`src/rtl/crc8r_pkg.sv`:
```
package crc8r_pkg;

   // Controller states of the bit-serial engine
   typedef enum logic {
      CRC_IDLE = 1'b0,
      CRC_RUN  = 1'b1
   } crc8r_state_e;

   // Default geometry of the accumulator
   localparam int          CRC_W_DEF  = 8;
   localparam int          DATA_W_DEF = 8;
   localparam logic [7:0]  POLY_DEF   = 8'h8C;

endpackage

```
`src/rtl/crc8r_step.sv`:
```
// One bit of the reflected CRC: shift right, XOR the constant on feedback.
module crc8r_step #(
   parameter int               CRC_W = 8,
   parameter logic [CRC_W-1:0] POLY  = 8'h8C
) (
   input  logic [CRC_W-1:0] crc_i,
   input  logic             bit_i,
   output logic [CRC_W-1:0] crc_o
);

   logic             fb;
   logic [CRC_W-1:0] shifted;

   assign fb      = crc_i[0] ^ bit_i;
   assign shifted = {1'b0, crc_i[CRC_W-1:1]};

   for (genvar i = 0; i < CRC_W; i++) begin : g_tap
      if (POLY[i]) begin : g_xor
         assign crc_o[i] = shifted[i] ^ fb;
      end else begin : g_pass
         assign crc_o[i] = shifted[i];
      end
   end

endmodule

```
`src/rtl/crc8r_shreg.sv`:
```
// Data holding register: loads a byte, presents bit 0, shifts right.
module crc8r_shreg #(
   parameter int DATA_W = 8
) (
   input  logic              clk,
   input  logic              rst_n,
   input  logic              load_i,
   input  logic              shift_i,
   input  logic [DATA_W-1:0] data_i,
   output logic              bit_o
);

   logic [DATA_W-1:0] sr_q;

   always_ff @(posedge clk or negedge rst_n) begin
      if (!rst_n) begin
         sr_q <= '0;
      end else if (load_i) begin
         sr_q <= data_i;
      end else if (shift_i) begin
         sr_q <= sr_q >> 1;
      end
   end

   assign bit_o = sr_q[0];

endmodule

```
`src/rtl/crc8r_seq.sv`:
```
// Sequencer: accepts a strobe when idle, then runs DATA_W step cycles.
module crc8r_seq
   import crc8r_pkg::*;
#(
   parameter int DATA_W = 8
) (
   input  logic clk,
   input  logic rst_n,
   input  logic clr_i,
   input  logic start_i,
   output logic load_o,
   output logic step_o,
   output logic busy_o
);

   localparam int              CNT_W = (DATA_W > 1) ? $clog2(DATA_W) : 1;
   localparam logic [CNT_W-1:0] LAST = CNT_W'(DATA_W - 1);

   crc8r_state_e     state_q;
   logic [CNT_W-1:0] cnt_q;

   always_ff @(posedge clk or negedge rst_n) begin
      if (!rst_n) begin
         state_q <= CRC_IDLE;
         cnt_q   <= '0;
      end else if (clr_i) begin
         state_q <= CRC_IDLE;
         cnt_q   <= '0;
      end else begin
         case (state_q)
            CRC_IDLE: begin
               cnt_q <= '0;
               if (start_i) state_q <= CRC_RUN;
            end
            CRC_RUN: begin
               if (cnt_q == LAST) begin
                  cnt_q   <= '0;
                  state_q <= CRC_IDLE;
               end else begin
                  cnt_q <= cnt_q + 1'b1;
               end
            end
            default: begin
               state_q <= CRC_IDLE;
               cnt_q   <= '0;
            end
         endcase
      end
   end

   assign busy_o = (state_q == CRC_RUN);
   assign step_o = busy_o && !clr_i;
   assign load_o = start_i && !busy_o && !clr_i;

endmodule

```
`src/rtl/crc8r_accum.sv`:
```
// Reflected CRC accumulator, one data bit per clock.
module crc8r_accum #(
   parameter int               CRC_W  = crc8r_pkg::CRC_W_DEF,
   parameter int               DATA_W = crc8r_pkg::DATA_W_DEF,
   parameter logic [CRC_W-1:0] POLY   = crc8r_pkg::POLY_DEF
) (
   input  logic              clk,
   input  logic              rst_n,
   input  logic              clr_i,
   input  logic              byte_vld_i,
   input  logic [DATA_W-1:0] byte_i,
   output logic [CRC_W-1:0]  crc_o,
   output logic              zero_o,
   output logic              busy_o
);

   initial begin : p_param_chk
      if (CRC_W < 2)   $error("crc8r_accum: CRC_W must be at least 2");
      if (DATA_W < 1)  $error("crc8r_accum: DATA_W must be at least 1");
      if (POLY == '0)  $error("crc8r_accum: POLY must be nonzero");
   end

   logic             load;
   logic             step;
   logic             dbit;
   logic [CRC_W-1:0] crc_q;
   logic [CRC_W-1:0] crc_nxt;

   crc8r_seq #(.DATA_W(DATA_W)) seq_i (
      .clk     (clk),
      .rst_n   (rst_n),
      .clr_i   (clr_i),
      .start_i (byte_vld_i),
      .load_o  (load),
      .step_o  (step),
      .busy_o  (busy_o)
   );

   crc8r_shreg #(.DATA_W(DATA_W)) shreg_i (
      .clk     (clk),
      .rst_n   (rst_n),
      .load_i  (load),
      .shift_i (step),
      .data_i  (byte_i),
      .bit_o   (dbit)
   );

   crc8r_step #(.CRC_W(CRC_W), .POLY(POLY)) step_i (
      .crc_i (crc_q),
      .bit_i (dbit),
      .crc_o (crc_nxt)
   );

   always_ff @(posedge clk or negedge rst_n) begin
      if (!rst_n) begin
         crc_q <= '0;
      end else if (clr_i) begin
         crc_q <= '0;
      end else if (step) begin
         crc_q <= crc_nxt;
      end
   end

   assign crc_o  = crc_q;
   assign zero_o = (crc_q == '0);

endmodule

```
`config.mk`:
```
export PLATFORM = sky130hd
export DESIGN_NAME = crc8r_accum
export DESIGN_NICKNAME = d
export VERILOG_FILES = /design/src/rtl/crc8r_pkg.sv /design/src/rtl/crc8r_step.sv /design/src/rtl/crc8r_shreg.sv /design/src/rtl/crc8r_seq.sv /design/src/rtl/crc8r_accum.sv
export SDC_FILE = /design/constraint.sdc
export NUM_CORES = 1
export LEC_CHECK = 0
export BUFFER_PORTS_ARGS = -buffer_cell sky130_fd_sc_hd__buf_4
export CAP_MARGIN = 10
export CORE_ASPECT_RATIO = 1.1
export CORE_UTILIZATION = 35
export CTS_CLUSTER_SIZE = 10
export DETAILED_ROUTE_END_ITERATION = 6
export PLACE_DENSITY = 0.56
export SYNTH_ARGS = -nofsm -noshare
export SYNTH_HDL_FRONTEND = slang
export SYNTH_SLANG_ARGS = --single-unit
```
`constraint.sdc`:
```
create_clock -name clk -period 2.3 [get_ports clk]
set_clock_uncertainty 0.1 [all_clocks]
set_input_delay 0.23 -clock clk [delete_from_list [all_inputs] [get_ports clk]]
set_output_delay 0.23 -clock clk [all_outputs]
set_load 0.02 [all_outputs]
```
# --- Word-level counts from Yosys, hierarchy flattened ---
# Cells that the tools add are included.
# Widths: inputs -> output; s select.
op_classes:
  shift: 0
  mul: 0
  muxes: 11
  magnitude_cmp: 0
  div_mod_pow: 0
  n_addsub: 1
  n_reduce_logical: 8
  n_bitwise: 4
  eq_ne: 1
op_table:
  columns: ["op", "n"]
  rows:
  - ["$mux 8", 4]
  - ["$logic_not 8->1", 1]
  - ["$mux 3", 2]
  - ["$pmux 3 s2", 1]
  - ["$reduce_bool 2->1", 2]
  - ["$add 3x1->3 const B", 1]
  - ["$eq 3x3->1 const B", 1]
  - ["$logic_and 1x1->1", 3]
  - ["$mux 1", 3]
  - ["$xor 1x1->1", 3]
  - ["$logic_not 1->1", 2]
  - ["$pmux 1 s2", 1]
  - ["$not 1->1", 1]
totals:
  ramBits: 0
  mem_count: 0
  regBits: 20
  mem_bits_ro: 0
  output_inout_bits: 10
  latch_bits: 0
  word_cells: 29
  in_bits: 12

# --- Logic depth before layout (Yosys ltp) ---
# Gate-level depths: netlist of run 1.
logic_depth:
  depth_word: 4
  ltp_mapped: 5
  ltp_nobuf: 4

# --- Modules after synthesis ---
# A second synthesis of run 1 with hierarchy kept.
hier_totals:
  cells_unflattened: 85
  area_unflattened_um2: 993.5
modules_own_cells:
  columns: ["module", "seq_area_each_um2", "area_each_um2", "cells_per_inst", "instances"]
  rows:
  - ["crc8r_shreg", 200.2, 369.1, 34, 1]
  - ["crc8r_accum", 200.2, 337.8, 29, 1]
  - ["crc8r_seq", 100.1, 185.2, 13, 1]
  - ["crc8r_step", 0.0, 101.3, 9, 1]

# --- Least setup slack after synthesis of run 1 ---
# No wires, ideal clock.
synth_path:
  kind: "register to output"
  start: "register crc_q[4], in the netlist crc_o[4]"
  end: "output port zero_o"
  t_required_ps: 1970
  n_path_buf: 0
  arrival_ps: 1300
  setup_slack_ps: 670
  stages_incl_launch_ff: 3
  cell_sequence: "dfrtp_1 -> or4_1 -> nor2_1"
synth_via:
  elab_chain_len: 1
synth_lines:
  columns: ["item", "line_no", "source"]
  rows:
  - ["from (decl)", "crc8r_accum.sv:26", "logic [CRC_W-1:0] crc_q;"]
  - ["from (signal assigned)", "crc8r_accum.sv:60", "crc_q <= crc_nxt;"]
  - ["$logic_not 8->1", "crc8r_accum.sv:65", "assign zero_o = (crc_q == '0);"]
  - ["to (decl)", "crc8r_accum.sv:13", "output logic zero_o,"]
# Every way passes these cells.

# --- Worst setup path after layout of run 1 ---
# Ends and elaborated chain as after synthesis.

==> results of run 1 <==
## final timing paths
kind,from,end,slack (ns),cells after the start
worst max-delay path,crc_o[4],zero_o,0.45,3
worst min-delay path,byte_i[1],shreg_i.sr_q[1],0.08,3
worst max register to register,seq_i.busy_o,crc_o[0],0.89,3
worst min register to register,seq_i.cnt_q[0],seq_i.cnt_q[0],0.35,1
max in group asynchronous,rst_n,crc_o[7],1.66,2
min in group asynchronous,rst_n,seq_i.cnt_q[2],0.22,2
## final cells by class
class,count,area [µm²],share of cell area (%)
Multi-Input combinational cell,68,430,36.4
Tap cell,31,38.8,3.28
Timing Repair Buffer,23,175,14.8
Sequential cell,20,500,42.4
Clock buffer,4,36.3,3.07
## metrics by stage
step / hold slack, ns / utilization (%)
6_report: 0.0790 / 46.0
5_1_grt: 0.0755 / 46.0
4_1_cts: 0.0725 / 46.0
3_5_place_dp: 0.0247 / 44.2
3_3_place_gp: 0.0258 / 44.2
2_1_floorplan: -0.166 / -
## synth_stat cells, drive strengths merged
| master | count |
|---|---|
| a211oi | 1 |
| a21oi | 9 |
| a22oi | 7 |
| and2 | 2 |
| and2b | 5 |
| buf | 6 |
| dfrtp | 20 |
| ha | 2 |
| mux2i | 5 |
| nand2 | 3 |
| nand2b | 3 |
| nand3 | 4 |
| nor2 | 8 |
| nor2b | 5 |
| nor3 | 1 |
| o21ai | 8 |
| or3 | 2 |
| or4 | 2 |
| xnor2 | 1 |
## cells by family after synthesis
kind of cell,count (synthesis),share of synthesized area [%]
buffers and inverters,6,4.62
AOI/OAI and AO/OA,25,14.9
and+or+nand+nor,35,20.6
muxes,5,5.13
xor gates and xnor gates,1,0.898
DFF,20,51.3
adders and majority gates,2,2.56
## power breakdown
| part | total [mW] | internal [mW] | switching [mW] |
|---|---|---|---|
| sequential | 0.431 | 0.392 | 0.0381 |
| clock | 0.206 | 0.0965 | 0.109 |
| combinational | 0.168 | 0.0852 | 0.0825 |
| total | 0.804 | 0.574 | 0.230 |
## timing repair
action,CTS,global route
hold buffers,1,0
resized for setup,0,0
setup buffers,0,0
hold endpoints to repair,20,0
## worst max-delay path, delay by kind of cell, from the launching register on
kind | cells | cell delay [ns]
buffers and inverters | 1 | 0.14
and+or+nand+nor | 2 | 0.65
DFF | 1 | 0.44
## sequential cells by signal (all words and copies together) (netlist names)
signal	flops
crc_o	8
seq_i.cnt_q	3
seq_i.busy_o	1
shreg_i.sr_q	8
## per-layer routing
layer,vias to the layer above,track usage (%),share of wire [%]
met5,-,0,0
met4,0,6.77,0.82
met3,2,3.20,2.3
met2,10,23.9,47
met1,359,20.5,49
li1,372,-,-
==> run summary, run 1 <==
Cell count after synthesis - 94
Mean Syn Cell Area - 10.4 µm²
Startpoint Class - register
Clock Path Buffers - 2
Initial core utilization - 38.0%
Number of routed nets with antenna violations - 0
Die height - 57.4 µm
Yosys reg bits - 20
Top-area cell type share of the netlist area - 51.3%
Vias per cell - 5.09
CP endpoint kind - output pin
Most common cell after layout, fill and taps aside - buf_4
Vias in the first global route - 784
CTS tree - built
Total wire length - 1950 µm
Clock buffer count from CTS - 3
Final instance area - 1180 µm²
Post-route setup slack - 0.446 ns
Area Overhead vs Synth - 21.0%
CTS clk-pin slew, worst paths - 0.12 ns
Hold Path Class - in -> reg
Final hold vios - 0
Fmax - 539 MHz
# nets final - 130
DRT iter0 DRCs - 13
Drt first pass iters - 4
RSZ-0062 raised after global routing - false
Max-slew headroom - 68.5%
Worst-margin pin slew - 0.472 ns
Slowest-stage cell, CP - or4_1
Die width - 52.3 µm
Die area - 3000 µm²
Outcome - finished clean
Max Cap Viol - 0
Ant diodes - 0
Largest area contributor in the synthesized netlist - dfrtp_1
Placed insts - 141
Placed cell areas - 1130 µm²
H-Tree Depth - 1
Cell Chain, Critical Path - or4_1 > nor2_1 > buf_4
Sequential share of the synthesized area - 51.3%
Tot Pwr - 804 µW
VDD IR max - 0.358 mV
DRC - 0
Synth area leaders - dfrtp_1 (51%), a22oi_1 (5.4%), mux2i_1 (5.1%)
Core Box Area - 2570 µm²
Critical path peak fanout - 5
Clock Latency Late Sink - 0.30 ns
Power per Cell Area - 681 nW/µm²
Mapped cell area - 976 µm²
DP HPWL - 1320 µm
Global-route wire length before repair - 3460 µm
Std cell rows - 19
I/O Buffers - 21
Clock Sinks - 20
Leak - 0.571 nW
Share of layout cells above drive strength 1 - 23.5%
Largest net degree at the start of global routing - 21
Setup TNS - 0 ns
Final period util - 80.6%
Total GRT Usage - 15.4%
Fillers - 247
Crit Path Class - reg -> out
Ports - 22
WL per Instance - 13.3 µm
Root Buffer - clkbuf_4
Unique masters post-synth - 23
Gr ovfl total - 0
Critical Path RT - 1.97 ns
WP data arrival - 1.52 ns
Setup WS pre-CTS - 0.775 ns
Min Clock Period, post-route - 1.85 ns
Synth warn - 0
Final setup viols - 0
Initial antenna violation count - 0
Fin cells - 146
Vias - 743
Routability congestion estimate - 0.734
Final Slew Violations - 0
Syn_nets - 108
Most frequent cells in the layout - buf_4 (22), dfrtp_1 (20), a21oi_1 (9)
CP peak stage delay - 0.54 ns
Power figures use the tool's default switching activity.
==> run 2: changes to the inputs <==
- PLACE_DENSITY: 0.56 -> 0.58
- clock period: 2.3 -> 1.7 ns (I/O delays scaled with it)
==> run summary, run 2 (synthesized netlist as in run 1, its figures left out) <==
Final period util - 103%
CP peak stage delay - 0.52 ns
Worst-margin pin slew - 0.368 ns
Final core occ - 46.9%
Vias - 776
Ports - 22
Initial core utilization - 38.0%
Die height - 57.4 µm
CP endpoint kind - output pin
Die area - 3000 µm²
Max Cap Viol - 0
Final hold vios - 0
Clock Sinks - 20
Vias in the first global route - 796
Psw - 299 µW
Global-route wire length before repair - 3420 µm
VDD IR max - 0.541 mV
Hold Crit Depth - 3
Crit. Startpoint - crc_o[4]
Core Box Area - 2570 µm²
RSZ-0062 raised after global routing - true
Slowest-stage cell, CP - or4_1
Vias per cell - 5.17
Hold Path Class - in -> reg
Clock Latency Late Sink - 0.29 ns
Clock share of power - 20.9%
Post-route setup slack - -0.0427 ns
Total wire length - 1960 µm
Area Overhead vs Synth - 23.5%
Sw Ratio - 28.9%
Min Clock Period, post-route - 1.74 ns
Sequential cell area - 500 µm²
Leak - 0.590 nW
Fillers - 254
Std cell rows - 19
Comb pwr share - 23.8%
Outcome - finished with violations
Share of layout cells above drive strength 1 - 26.1%
Number of routed nets with antenna violations - 0
Ant diodes - 0
Die width - 52.3 µm
WL per Instance - 13.1 µm
Clock Path Buffers - 2
Worst r2r src - seq_i.cnt_q[0]
I/O Buffers - 21
# nets final - 135
Max-slew headroom - 75.3%
Cell Chain, Critical Path - or4_1 > nor2_1 > buf_4
CTS resizes - 0
Critical Path RT - 1.43 ns
Fmax - 574 MHz
Root Buffer - clkbuf_4
Gr ovfl total - 0
CTS clk-pin slew, worst paths - 0.11 ns
Total GRT Usage - 15.2%
Clock buffer count from CTS - 3
Violated checks - setup timing
Setup TNS - -0.0427 ns
Startpoint Class - register
CTS tree - built
Final Slew Violations - 0
Largest net degree at the start of global routing - 21
P_int - 738 µW
Sequential share of power - 55.3%
Power per Cell Area - 861 nW/µm²
Most frequent cells in the layout - buf_4 (27), dfrtp_1 (20), a21oi_1 (9)
CP bufs+invs - 1
Footprint of the multi-input gates - 430 µm²
Reg-to-Reg End - seq_i.cnt_q[0]
Routability congestion estimate - 0.730
H-Tree Depth - 1
Drt first pass iters - 4
Reg2Reg Depth - 4
Final setup viols - 1
WP data arrival - 1.47 ns
DRT iter0 DRCs - 12
R2R setup slack - 0.47 ns
Initial antenna violation count - 0
Hold Path Sink - shreg_i.sr_q[2]
Crit Path Class - reg -> out
Hold slack - 0.0383 ns
DRC - 0
Min-delay src - byte_i[2]
Most common cell after layout, fill and taps aside - buf_4
DP HPWL - 1350 µm
CP delay by family, top - simple AND/OR/NAND/NOR gates
Critical path peak fanout - 2
==> run 2: cell types whose count changed in the layout (fill, tap and decap cells not counted), sizes merged <==
| cell | before | now |
|---|---|---|
| buf | 22 | 27 |
| clkbuf | 4 | 3 |
==> run 2: layout make-up <==
cell class / count / area share, %
Multi-Input combinational cell: 68 / 35.7
Timing Repair Buffer: 28 / 17.7
Clock buffer: 3 / 1.87
Sequential cell: 20 / 41.5
Tap cell: 31 / 3.22
==> run 2: repair_timing <==
item | 4_1_cts | 5_1_grt
hold endpoints to repair | 20 | 0
hold buffers | 1 | 0
cloned | 0 | 0
endpoints found under the setup margin | 1 | 1
setup buffers | 4 | 0
pin swaps | 2 | 1
==> run 2: worst register-to-register path, delay by kind of cell, from the launching register on <==
| family | cells | cell delay, ns |
|---|---|---|
| DFF | 1 | 0.41 |
| adders and majority gates | 2 | 0.38 |
| and+or+nand+nor | 2 | 0.27 |
==> run 2: per-layer routing <==
layer | track usage [%] | vias to the layer above | part of all wire, %
met3 | 3.47 | 2 | 2.3
met5 | 0 | - | 0
li1 | - | 382 | -
met1 | 18.7 | 382 | 48
met4 | 5.64 | 0 | 0.87
met2 | 25.3 | 10 | 49
==> run 2: through the flow <==
step | instances | setup slack (ns) | power [mW] | instance area (µm²)
floorplan | 94 | 0.130 | 0.736 | 976
global placement | 142 | 0.243 | 0.820 | 1140
detailed placement | 142 | 0.241 | 0.824 | 1140
CTS | 150 | -0.0425 | 1.05 | 1200
global route | 150 | -0.0984 | 1.10 | 1200
finish | 150 | -0.0427 | 1.04 | 1200
==> run 2: worst max-delay path by stage <==
stage / endpoint / cells past startpoint
3_3_place_gp: zero_o / 3
2_1_floorplan: zero_o / 2
3_5_place_dp: zero_o / 3
6_report: zero_o / 3
5_1_grt: zero_o / 3
4_1_cts: zero_o / 3
==> run 2: power groups by stage <==
| stage | Clock, mW | Sequential [mW] | Combinational, mW |
|---|---|---|---|
| 4_1_cts | 0.226 | 0.574 | 0.252 |
| 5_1_grt | 0.238 | 0.582 | 0.279 |
| 3_5_place_dp | 0 | 0.586 | 0.238 |
| 6_report | 0.217 | 0.574 | 0.247 |
| 3_3_place_gp | 0 | 0.583 | 0.237 |
| 2_1_floorplan | 0 | 0.588 | 0.149 |
